[config.mk]
export PLATFORM = sky130hd
export DESIGN_NAME = fetch_patch_unit
export DESIGN_NICKNAME = d
export VERILOG_FILES = /design/src/rtl/fetch_patch_pkg.sv /design/src/rtl/patch_cfg_regs.sv /design/src/rtl/patch_match.sv /design/src/rtl/patch_flags.sv /design/src/rtl/fetch_patch_unit.sv
export SDC_FILE = /design/constraint.sdc
export NUM_CORES = 1
export LEC_CHECK = 0
export BUFFER_PORTS_ARGS = -buffer_cell sky130_fd_sc_hd__clkbuf_2
export CORE_MARGIN = 4
export CORE_UTILIZATION = 50
export CTS_CLUSTER_SIZE = 16
export DETAILED_ROUTE_END_ITERATION = 10
export GPL_TIMING_DRIVEN = 0
export PLACE_DENSITY = 0.77
export SETUP_SLACK_MARGIN = 0.4
export SLEW_MARGIN = 20
export SYNTH_ARGS = -nofsm -noshare
export SYNTH_HDL_FRONTEND = slang
export SYNTH_HIERARCHICAL = 1
export SYNTH_SLANG_ARGS = --single-unit
[constraint.sdc]
create_clock -name clk_i -period 1.8 [get_ports clk_i]
set_input_delay 0.09 -clock clk_i [delete_from_list [all_inputs] [get_ports clk_i]]
set_output_delay 0.09 -clock clk_i [all_outputs]
set_load 0.01 [all_outputs]
[src/rtl/fetch_patch_pkg.sv]
package fetch_patch_pkg;
  localparam int unsigned NUM_CH    = 4;
  localparam int unsigned ADDR_W    = 32;
  localparam int unsigned DATA_W    = 32;
  localparam int unsigned IDX_W     = 3;
  localparam logic [31:0] JUMP_WORD = 32'h0000_0060;
  localparam int unsigned EN_IDX    = NUM_CH;
  localparam int unsigned FLAG_IDX  = NUM_CH + 1;
endpackage

[src/rtl/patch_cfg_regs.sv]
module patch_cfg_regs #(
  parameter int unsigned NUM_CH = 4,
  parameter int unsigned ADDR_W = 32,
  parameter int unsigned IDX_W  = 3,
  parameter int unsigned EN_IDX = 4
) (
  input  logic                           clk_i,
  input  logic                           rst_ni,
  input  logic                           wr_en_i,
  input  logic [IDX_W-1:0]               wr_idx_i,
  input  logic [ADDR_W-1:0]              wr_data_i,
  output logic [NUM_CH-1:0][ADDR_W-1:0]  ch_addr_o,
  output logic [NUM_CH-1:0]              ch_en_o
);
  localparam logic [IDX_W-1:0] EN_SEL = IDX_W'(EN_IDX);

  for (genvar g = 0; g < NUM_CH; g++) begin : g_ch
    localparam logic [IDX_W-1:0] SEL = IDX_W'(g);
    logic [ADDR_W-1:0] addr_q;
    always_ff @(posedge clk_i or negedge rst_ni) begin
      if (!rst_ni)                         addr_q <= '0;
      else if (wr_en_i && wr_idx_i == SEL) addr_q <= {wr_data_i[ADDR_W-1:1], 1'b0};
    end
    assign ch_addr_o[g] = addr_q;
  end

  logic [NUM_CH-1:0] en_q;
  always_ff @(posedge clk_i or negedge rst_ni) begin
    if (!rst_ni)                            en_q <= '0;
    else if (wr_en_i && wr_idx_i == EN_SEL) en_q <= wr_data_i[NUM_CH-1:0];
  end
  assign ch_en_o = en_q;
endmodule

[src/rtl/patch_match.sv]
module patch_match #(
  parameter int unsigned NUM_CH = 4,
  parameter int unsigned ADDR_W = 32
) (
  input  logic                           fetch_valid_i,
  input  logic [ADDR_W-1:0]              fetch_addr_i,
  input  logic [NUM_CH-1:0][ADDR_W-1:0]  ch_addr_i,
  input  logic [NUM_CH-1:0]              ch_en_i,
  output logic [NUM_CH-1:0]              hit_o
);
  // alignment bit excluded from compare
  localparam logic [ADDR_W-1:0] CMP_MASK = ~ADDR_W'(1);

  for (genvar g = 0; g < NUM_CH; g++) begin : g_cmp
    assign hit_o[g] = fetch_valid_i && ch_en_i[g] &&
                      (((fetch_addr_i ^ ch_addr_i[g]) & CMP_MASK) == '0);
  end
endmodule

[src/rtl/patch_flags.sv]
module patch_flags #(
  parameter int unsigned NUM_CH = 4
) (
  input  logic              clk_i,
  input  logic              rst_ni,
  input  logic [NUM_CH-1:0] set_i,
  input  logic [NUM_CH-1:0] clr_i,
  output logic [NUM_CH-1:0] flags_o
);
  logic [NUM_CH-1:0] flags_q;

  // set has priority over a simultaneous clear
  always_ff @(posedge clk_i or negedge rst_ni) begin
    if (!rst_ni) flags_q <= '0;
    else         flags_q <= (flags_q & ~clr_i) | set_i;
  end
  assign flags_o = flags_q;

  for (genvar g = 0; g < NUM_CH; g++) begin : g_chk
    // a hit always leaves its flag set
    assert_flag_set_R6: assert property (@(posedge clk_i) disable iff (!rst_ni)
      set_i[g] |=> flags_q[g]);
    assert_flag_hold_R7: assert property (@(posedge clk_i) disable iff (!rst_ni)
      (flags_q[g] && !clr_i[g]) |=> flags_q[g]);
    assert_flag_clear_R7: assert property (@(posedge clk_i) disable iff (!rst_ni)
      (clr_i[g] && !set_i[g]) |=> !flags_q[g]);
    assert_no_spurious_set_R6: assert property (@(posedge clk_i) disable iff (!rst_ni)
      (!flags_q[g] && !set_i[g]) |=> !flags_q[g]);
  end
endmodule

[src/rtl/fetch_patch_unit.sv]
module fetch_patch_unit
  import fetch_patch_pkg::*;
(
  input  logic              clk_i,
  input  logic              rst_ni,
  input  logic              reg_wr_i,
  input  logic [IDX_W-1:0]  reg_idx_i,
  input  logic [ADDR_W-1:0] reg_wdata_i,
  output logic [ADDR_W-1:0] reg_rdata_o,
  input  logic              fetch_valid_i,
  input  logic [ADDR_W-1:0] fetch_addr_i,
  input  logic [DATA_W-1:0] fetch_rdata_i,
  output logic [DATA_W-1:0] fetch_rdata_o
);
  localparam logic [IDX_W-1:0] EN_SEL   = IDX_W'(EN_IDX);
  localparam logic [IDX_W-1:0] FLAG_SEL = IDX_W'(FLAG_IDX);
  localparam logic [DATA_W-1:0] JUMP    = DATA_W'(JUMP_WORD);

  logic [NUM_CH-1:0][ADDR_W-1:0] ch_addr;
  logic [NUM_CH-1:0]             ch_en;
  logic [NUM_CH-1:0]             hit;
  logic [NUM_CH-1:0]             flags;
  logic [NUM_CH-1:0]             clr;

  patch_cfg_regs #(
    .NUM_CH(NUM_CH), .ADDR_W(ADDR_W), .IDX_W(IDX_W), .EN_IDX(EN_IDX)
  ) i_cfg (
    .clk_i     (clk_i),
    .rst_ni    (rst_ni),
    .wr_en_i   (reg_wr_i),
    .wr_idx_i  (reg_idx_i),
    .wr_data_i (reg_wdata_i),
    .ch_addr_o (ch_addr),
    .ch_en_o   (ch_en)
  );

  patch_match #(.NUM_CH(NUM_CH), .ADDR_W(ADDR_W)) i_match (
    .fetch_valid_i (fetch_valid_i),
    .fetch_addr_i  (fetch_addr_i),
    .ch_addr_i     (ch_addr),
    .ch_en_i       (ch_en),
    .hit_o         (hit)
  );

  assign clr = (reg_wr_i && reg_idx_i == FLAG_SEL) ? reg_wdata_i[NUM_CH-1:0] : '0;

  patch_flags #(.NUM_CH(NUM_CH)) i_flags (
    .clk_i   (clk_i),
    .rst_ni  (rst_ni),
    .set_i   (hit),
    .clr_i   (clr),
    .flags_o (flags)
  );

  // substitution is combinational: no added wait state
  assign fetch_rdata_o = (|hit) ? JUMP : fetch_rdata_i;

  always_comb begin
    reg_rdata_o = '0;
    for (int i = 0; i < NUM_CH; i++)
      if (reg_idx_i == IDX_W'(i)) reg_rdata_o = ch_addr[i];
    if (reg_idx_i == EN_SEL)   reg_rdata_o = ADDR_W'(ch_en);
    if (reg_idx_i == FLAG_SEL) reg_rdata_o = ADDR_W'(flags);
  end

  assert_jump_on_hit_R4: assert property (@(posedge clk_i) disable iff (!rst_ni)
    (|hit) |-> fetch_rdata_o == JUMP);
  assert_pass_no_hit_R5: assert property (@(posedge clk_i) disable iff (!rst_ni)
    !(|hit) |-> fetch_rdata_o == fetch_rdata_i);
  assert_idle_pass_R11: assert property (@(posedge clk_i) disable iff (!rst_ni)
    !fetch_valid_i |-> (fetch_rdata_o == fetch_rdata_i && hit == '0));
  assert_disabled_quiet_R3: assert property (@(posedge clk_i) disable iff (!rst_ni)
    (hit & ~ch_en) == '0);
endmodule

After elaboration in Yosys (flattened, before gate mapping)
Cells that the tools add are included.
Widths: inputs -> output; s select.
{"block": "totals", "register_bits": 132, "inputBits": 103, "output_inout_bits": 64, "elab_cells": 46}
{"block": "op_classes", "eq_ne": 5, "n_mux": 8, "n_bitwise": 7, "n_reduce_logical": 20}
{"op": "$mux 32", "count": 7}
{"op": "$logic_not 32->1", "count": 4}
{"op": "$xor 32x32->32", "count": 4}
{"op": "$logic_and 1x1->1", "count": 14}
{"op": "$eq 3x2->1 const B", "count": 2}
{"op": "$eq 3x3->1 const B", "count": 2}
{"op": "$and 4x4->4", "count": 1}
{"op": "$mux 4", "count": 1}
{"op": "$not 4->4", "count": 1}
{"op": "$or 4x4->4", "count": 1}
{"op": "$reduce_or 4->1", "count": 1}
{"op": "$eq 3x1->1 const B", "count": 1}
{"op": "$logic_not 3->1", "count": 1}

Depth between registers and ports, before layout
{"block": "depth", "word_depth": 7, "depth_mapped": 7, "mapped_depth_nobuf": 6}

Cells and area by module
Netlist, hierarchy kept.
{"module": "patch_cfg_regs", "instances": 1, "cells_each": 278, "area_per_inst_um2": 4842.1, "seq_area_each_um2": 3203.1}
{"module": "patch_match", "instances": 1, "cells_each": 168, "area_per_inst_um2": 1386.3, "seq_area_each_um2": 0.0}
{"module": "fetch_patch_unit", "instances": 1, "cells_each": 131, "area_per_inst_um2": 1318.8, "seq_area_each_um2": 0.0}
{"module": "patch_flags", "instances": 1, "cells_each": 12, "area_per_inst_um2": 145.1, "seq_area_each_um2": 100.1}

Worst setup path after synthesis
Ideal clock, no wire load.
{"block": "synth_path", "kind": "flip-flop to output port", "from": "register i_cfg.g_ch[2].addr_q[22]", "to": "output fetch_rdata_o[0]", "arrival_ns": 1.828, "t_required_ns": 1.710, "setup_slack_ns": -0.118, "path_stages_with_launch": 8, "path_buffers": 1, "cell_sequence": "dfrtp_1 xnor2_1 nand3_1 or4_1 nor4_2 nor4_1 clkbuf_1 and2_1"}
{"block": "synth_via", "elab_chain_len": 5}
{"element": "from (decl)", "line": "patch_cfg_regs.sv:19", "source": "logic [ADDR_W-1:0] addr_q;"}
{"element": "from (signal assigned)", "line": "patch_cfg_regs.sv:22", "source": "else if (wr_en_i && wr_idx_i == SEL) addr_q <= {wr_data_i[ADDR_W-1:1], 1'b0};"}
{"element": "$xor 32x32->32", "line": "patch_match.sv:16", "source": "(((fetch_addr_i ^ ch_addr_i[g]) & CMP_MASK) == '0);"}
{"element": "$logic_not 32->1", "line": "patch_match.sv:16"}
{"element": "$logic_and 1x1->1", "line": "patch_match.sv:15", "source": "assign hit_o[g] = fetch_valid_i && ch_en_i[g] &&"}
{"element": "via hit[2]", "line": "fetch_patch_unit.sv:21", "source": "logic [NUM_CH-1:0] hit;"}
{"element": "$reduce_or 4->1", "line": "fetch_patch_unit.sv:56", "source": "assign fetch_rdata_o = (|hit) ? JUMP : fetch_rdata_i;"}
{"element": "$mux 32", "line": "fetch_patch_unit.sv:56"}
{"element": "to (decl)", "line": "fetch_patch_unit.sv:13", "source": "output logic [DATA_W-1:0] fetch_rdata_o"}
The timed path passes the listed nets, and every way through them passes these cells.

Worst setup path after layout
{"block": "layout_path", "from": "register i_cfg.g_ch[2].addr_q[11]", "to": "output fetch_rdata_o[30]"}
The elaborated chain is that of the path after synthesis.

==> impl.org <==
** Status
- The run finished, with violations left.
- Violated checks :: negative setup slack

** Timing
- Measured against its own limit, the worst slew margin works out to 33.9%.
- Count of endpoints failing setup in the final report :: 37
- Final worst slack :: -0.935 ns
- RSZ-0062 raised after global routing :: true
- The worst path uses 152% of the clock period.
- Achievable Freq :: 0.366 GHz
- Post-route minimum period :: 2.74 ns
- Max-slew violations :: 0
- For the pin with the worst max-slew slack, the measured transition is 0.991 ns.
- Between clock sinks in the finished design, the worst skew comes to 0.00827 ns.
- Final-report hold violation count :: 0
- Setup_tns :: -29.57 ns

** Synth
- Summing the areas of all compound-gate instances in the mapped netlist gives 1.17% of the synthesized area.
- The Yosys step of the flow raised 6 warnings.
- Synthesized area per cell :: 13.1 µm²
- After synthesis, the largest family of logic cells by area is multiplexers.
- In this run the cell area of the synthesized design comes to 7690 µm².
- The cell count after synthesis came out at 589.
- Count of unique library cells instantiated by Yosys :: 31
- Arithmetic-cell share of the synthesized area counting full adders, half adders and majority gates :: 0%
- Share of synthesized area spent on multiplexers :: 28.5%
- Post-Synth Simple-Gate Area :: 10.4%
- For this run, the register share of the synthesized area comes to 42.9%.
- After Yosys synthesis, XOR and XNOR cells account for 14.1% of the synthesized area.
- Post-synthesis sequential element count :: 132

** Power and ir drop
- Relative contribution of combinational cells to total power :: 29.1%
- Per report_power, the sequential group accounts for 39.4% of the total.
- Clock network fraction of design power :: 31.5%
- Summed over all cells, the static leakage comes to 4.66 nW.
- Power density of the placed cells :: 1040 nW/µm²
- Sw frac :: 31.3%
- Internal Pwr Total :: 7.39 mW
- Maximum vdd drop :: 0.000810 V
- In this run the power spent charging and discharging nets is 3.37 mW.

** Route
- Sum of routed wire length over all layers :: 23.5 mm
- After detailed routing, the average wire length per cell comes to 22.9 µm.
- Via density per instance :: 5.79
- Remaining antenna violation count :: 0
- After detailed routing, the number of remaining DRC violations is 0.
- Initial drt markers :: 391
- First-pass iteration count of the detailed router :: 4
- Across all layers, the routed design uses 5924 vias.

** Clock tree
- The number of clock buffers added by TritonCTS is 17.
- Worst skew pair latency :: 0.43 ns
- Number of clock sinks :: 132
- After clock tree synthesis, the clock-pin slew on the worst setup and hold paths is 0.06 ns.
- TritonCTS built the clock tree.
- In this run the deepest clock path goes through 2 buffers.
- In this run the clock root is driven by a sky130_fd_sc_hd__clkbuf_16.
- Count of H-tree levels built during CTS :: 4

** Placed design
- Count of buffers from port buffering :: 165
- Routability-driven placement finished with a final weighted congestion of 0.984.
- Final HPWL DP :: 17.2 mm

** Setup path
- The number of cells on the worst reg-to-reg path is 7.
- The worst setup path is of the reg2out kind.
- Launch point of the worst reg-to-reg path :: i_cfg/g_ch[2].addr_q[11]
- Worst Path Required :: 1.71 ns
- Crit end category :: primary output
- CP Data Arrival Time :: 2.65 ns
- The worst register-to-register path has a setup slack of -0.21 ns.
- STA classifies the critical path startpoint as a flop.
- Capturing point of the worst reg2reg path :: i_flags/flags_o[2]
- Along the worst path, the maximum fanout reaches 6.

** Global routing
- The total overflow left after global routing is 0.
- Fraction of met2 tracks used by global routing :: 45.0%
- Most Crowded Layer GR :: met2
- Largest net degree at the start of global routing :: 97
- Via count of the first global-routing pass :: 6301
- For this run, the total global-route usage over all layers was measured as 27.1%.
- The initial antenna violation count was 0.
- Met1 track demand over resource :: 33.8%
- In the global route stage, met3 resource usage came out at 6.91%.
- Wire length of the first global-routing pass :: 36.1 mm

** Floorplanning
- The floorplan step defined a core boundary enclosing 15100 µm².
- The initial utilization of the core area, before any placement, comes to 50.8%.
- The floorplan has 45 rows.
- Die Outline Area :: 17400 µm²
- IO Count :: 167
- Width of the chip :: 132 µm
- Overall die height :: 132 µm

** Layout
- Synth-to-Final Area Change :: 34.4%
- Share of layout cells above drive strength 1 :: 52.8%
- Share of the core filled with cells in the final layout :: 68.2%
- Net total in the final layout :: 925
- Number of diodes added for antenna fixing :: 0

** Job
- The tool flagged a number of max-cap violations equal to 0.

** Min path
- Hold Crit Class :: in2async
final cells by class:
| type | count | area [µm²] |
|---|---|---|
| Fill cell | 1073 | 4810 |
| Timing Repair Buffer | 211 | 1420 |
| Sequential cell | 132 | 3300 |
| Inverter | 4 | 15.0 |
| Clock inverter | 14 | 138 |
| Clock buffer | 18 | 439 |
| Multi-Input combinational cell | 426 | 4520 |
| Buffer | 30 | 258 |
| Tap cell | 188 | 235 |
timing repair:
item,4_1_cts,5_1_grt
buffers inserted,6,5
endpoints found under the hold margin,163,0
cloned,1,0
endpoints found under the setup margin,68,68
hold buffers,33,0
gates resized for setup,68,73
pin swaps,14,15
power groups by stage:
stage | Combinational [mW] | Clock (mW) | Sequential (mW)
floorplan | 1.74 | 0 | 4.08
finish | 3.13 | 3.39 | 4.24
global route | 3.29 | 3.55 | 4.33
global placement | 2.59 | 0 | 4.19
detailed placement | 2.66 | 0 | 4.25
CTS | 2.93 | 3.41 | 4.22
state kept, by name, summed over array words and instances (netlist names):
| name | count |
|---|---|
| i_cfg/ch_en_o | 4 |
| i_cfg/g_ch.addr_q | 124 |
| i_flags/flags_o | 4 |
routing by layer:
metal / part of all wire (%) / routed length, µm
met1: 39 / 9170
met2: 50 / 11800
met3: 7.6 / 1770
met4: 3.2 / 743
met5: 0 / 0
worst max-delay path, cell delays in order (launching register included):
cell,delay (ns)
sky130_fd_sc_hd__dfrtp_1,0.39
sky130_fd_sc_hd__xor2_1,0.19
sky130_fd_sc_hd__nor4_2,0.40
sky130_fd_sc_hd__nand4_1,0.24
sky130_fd_sc_hd__nor4_4,0.42
sky130_fd_sc_hd__nor4_4,0.13
sky130_fd_sc_hd__clkbuf_8,0.17
sky130_fd_sc_hd__and2_1,0.16
sky130_fd_sc_hd__buf_6,0.13
cells in the mapped netlist:
cell | count | area (µm²)
sky130_fd_sc_hd__dfrtp_1 | 132 | 3300
sky130_fd_sc_hd__mux2_2 | 122 | 1370
sky130_fd_sc_hd__xor2_1 | 72 | 631
sky130_fd_sc_hd__xnor2_1 | 52 | 455
sky130_fd_sc_hd__and2_1 | 34 | 213
sky130_fd_sc_hd__mux4_2 | 28 | 631
sky130_fd_sc_hd__nor2b_1 | 28 | 175
sky130_fd_sc_hd__nor4_1 | 17 | 106
sky130_fd_sc_hd__nand4_1 | 16 | 100
sky130_fd_sc_hd__buf_4 | 12 | 90.1
sky130_fd_sc_hd__mux2i_1 | 12 | 120
sky130_fd_sc_hd__buf_2 | 7 | 35.0
sky130_fd_sc_hd__clkbuf_1 | 6 | 22.5
sky130_fd_sc_hd__mux2_1 | 6 | 67.6
sky130_fd_sc_hd__buf_6 | 5 | 56.3
sky130_fd_sc_hd__a21o_1 | 4 | 30.0
sky130_fd_sc_hd__inv_1 | 4 | 15.0
sky130_fd_sc_hd__nand3_1 | 4 | 20.0
sky130_fd_sc_hd__nor4_2 | 4 | 50.1
sky130_fd_sc_hd__o21ai_0 | 4 | 20.0
sky130_fd_sc_hd__o32a_1 | 4 | 40.0
sky130_fd_sc_hd__or4_1 | 4 | 30.0
sky130_fd_sc_hd__nand2b_1 | 3 | 18.8
sky130_fd_sc_hd__and4bb_1 | 2 | 25.0
sky130_fd_sc_hd__and4bb_2 | 1 | 12.5
sky130_fd_sc_hd__conb_1 | 1 | 3.75
sky130_fd_sc_hd__nand2_1 | 1 | 3.75
sky130_fd_sc_hd__nand4b_1 | 1 | 8.76
sky130_fd_sc_hd__nor2_1 | 1 | 3.75
sky130_fd_sc_hd__nor4b_4 | 1 | 23.8
sky130_fd_sc_hd__or2b_1 | 1 | 7.51
through the flow:
stage / area [µm²] / total power [mW] / worst slack (ns) / hold WS [ns] / std cells
floorplan: 7710 / 5.82 / 0.00206 / -0.206 / 592
global placement: 8770 / 6.78 / -1.36 / 0.348 / 945
detailed placement: 8810 / 6.91 / -0.706 / 0.0311 / 946
CTS: 10100 / 10.6 / -0.914 / 0.147 / 1018
global route: 10300 / 11.2 / -0.962 / 0.185 / 1023
finish: 10300 / 10.8 / -0.935 / 0.148 / 1023
worst max path at each step:
stage                        startpoint                       to
2_1_floorplan  i_cfg/g_ch[0].addr_q[23]         fetch_rdata_o[0]
5_1_grt        i_cfg/g_ch[2].addr_q[11]        fetch_rdata_o[16]
6_report       i_cfg/g_ch[2].addr_q[11]        fetch_rdata_o[30]
4_1_cts        i_cfg/g_ch[2].addr_q[22]        fetch_rdata_o[30]
3_5_place_dp   i_cfg/g_ch[2].addr_q[26]        fetch_rdata_o[30]
3_3_place_gp                     rst_ni  i_cfg/g_ch[3].addr_q[9]
cell families (layout without fill, tap and decap cells):
family | Yosys count | count (layout)
AO/OA/AOI/OAI | 12 | 12
XOR/XNOR | 124 | 124
buffers and inverters | 34 | 277
flip-flops | 132 | 132
multiplexers | 168 | 168
other | 1 | 4
AND/OR/NAND/NOR | 118 | 118
cells in the final DEF (no fill, tap or decap), drive strengths merged, types with 8 or more instances in the layout:
cell type / Yosys / layout
clkbuf: 6 / 154
dfrtp: 132 / 132
mux2: 128 / 128
xor2: 72 / 72
buf: 24 / 72
xnor2: 52 / 52
and2: 34 / 34
dlygate4sd3: 0 / 33
mux4: 28 / 28
nor2b: 28 / 28
nor4: 21 / 21
nand4: 16 / 16
mux2i: 12 / 12
clkinv: 0 / 8
Note: power is estimated with default switching activity, not from simulation.
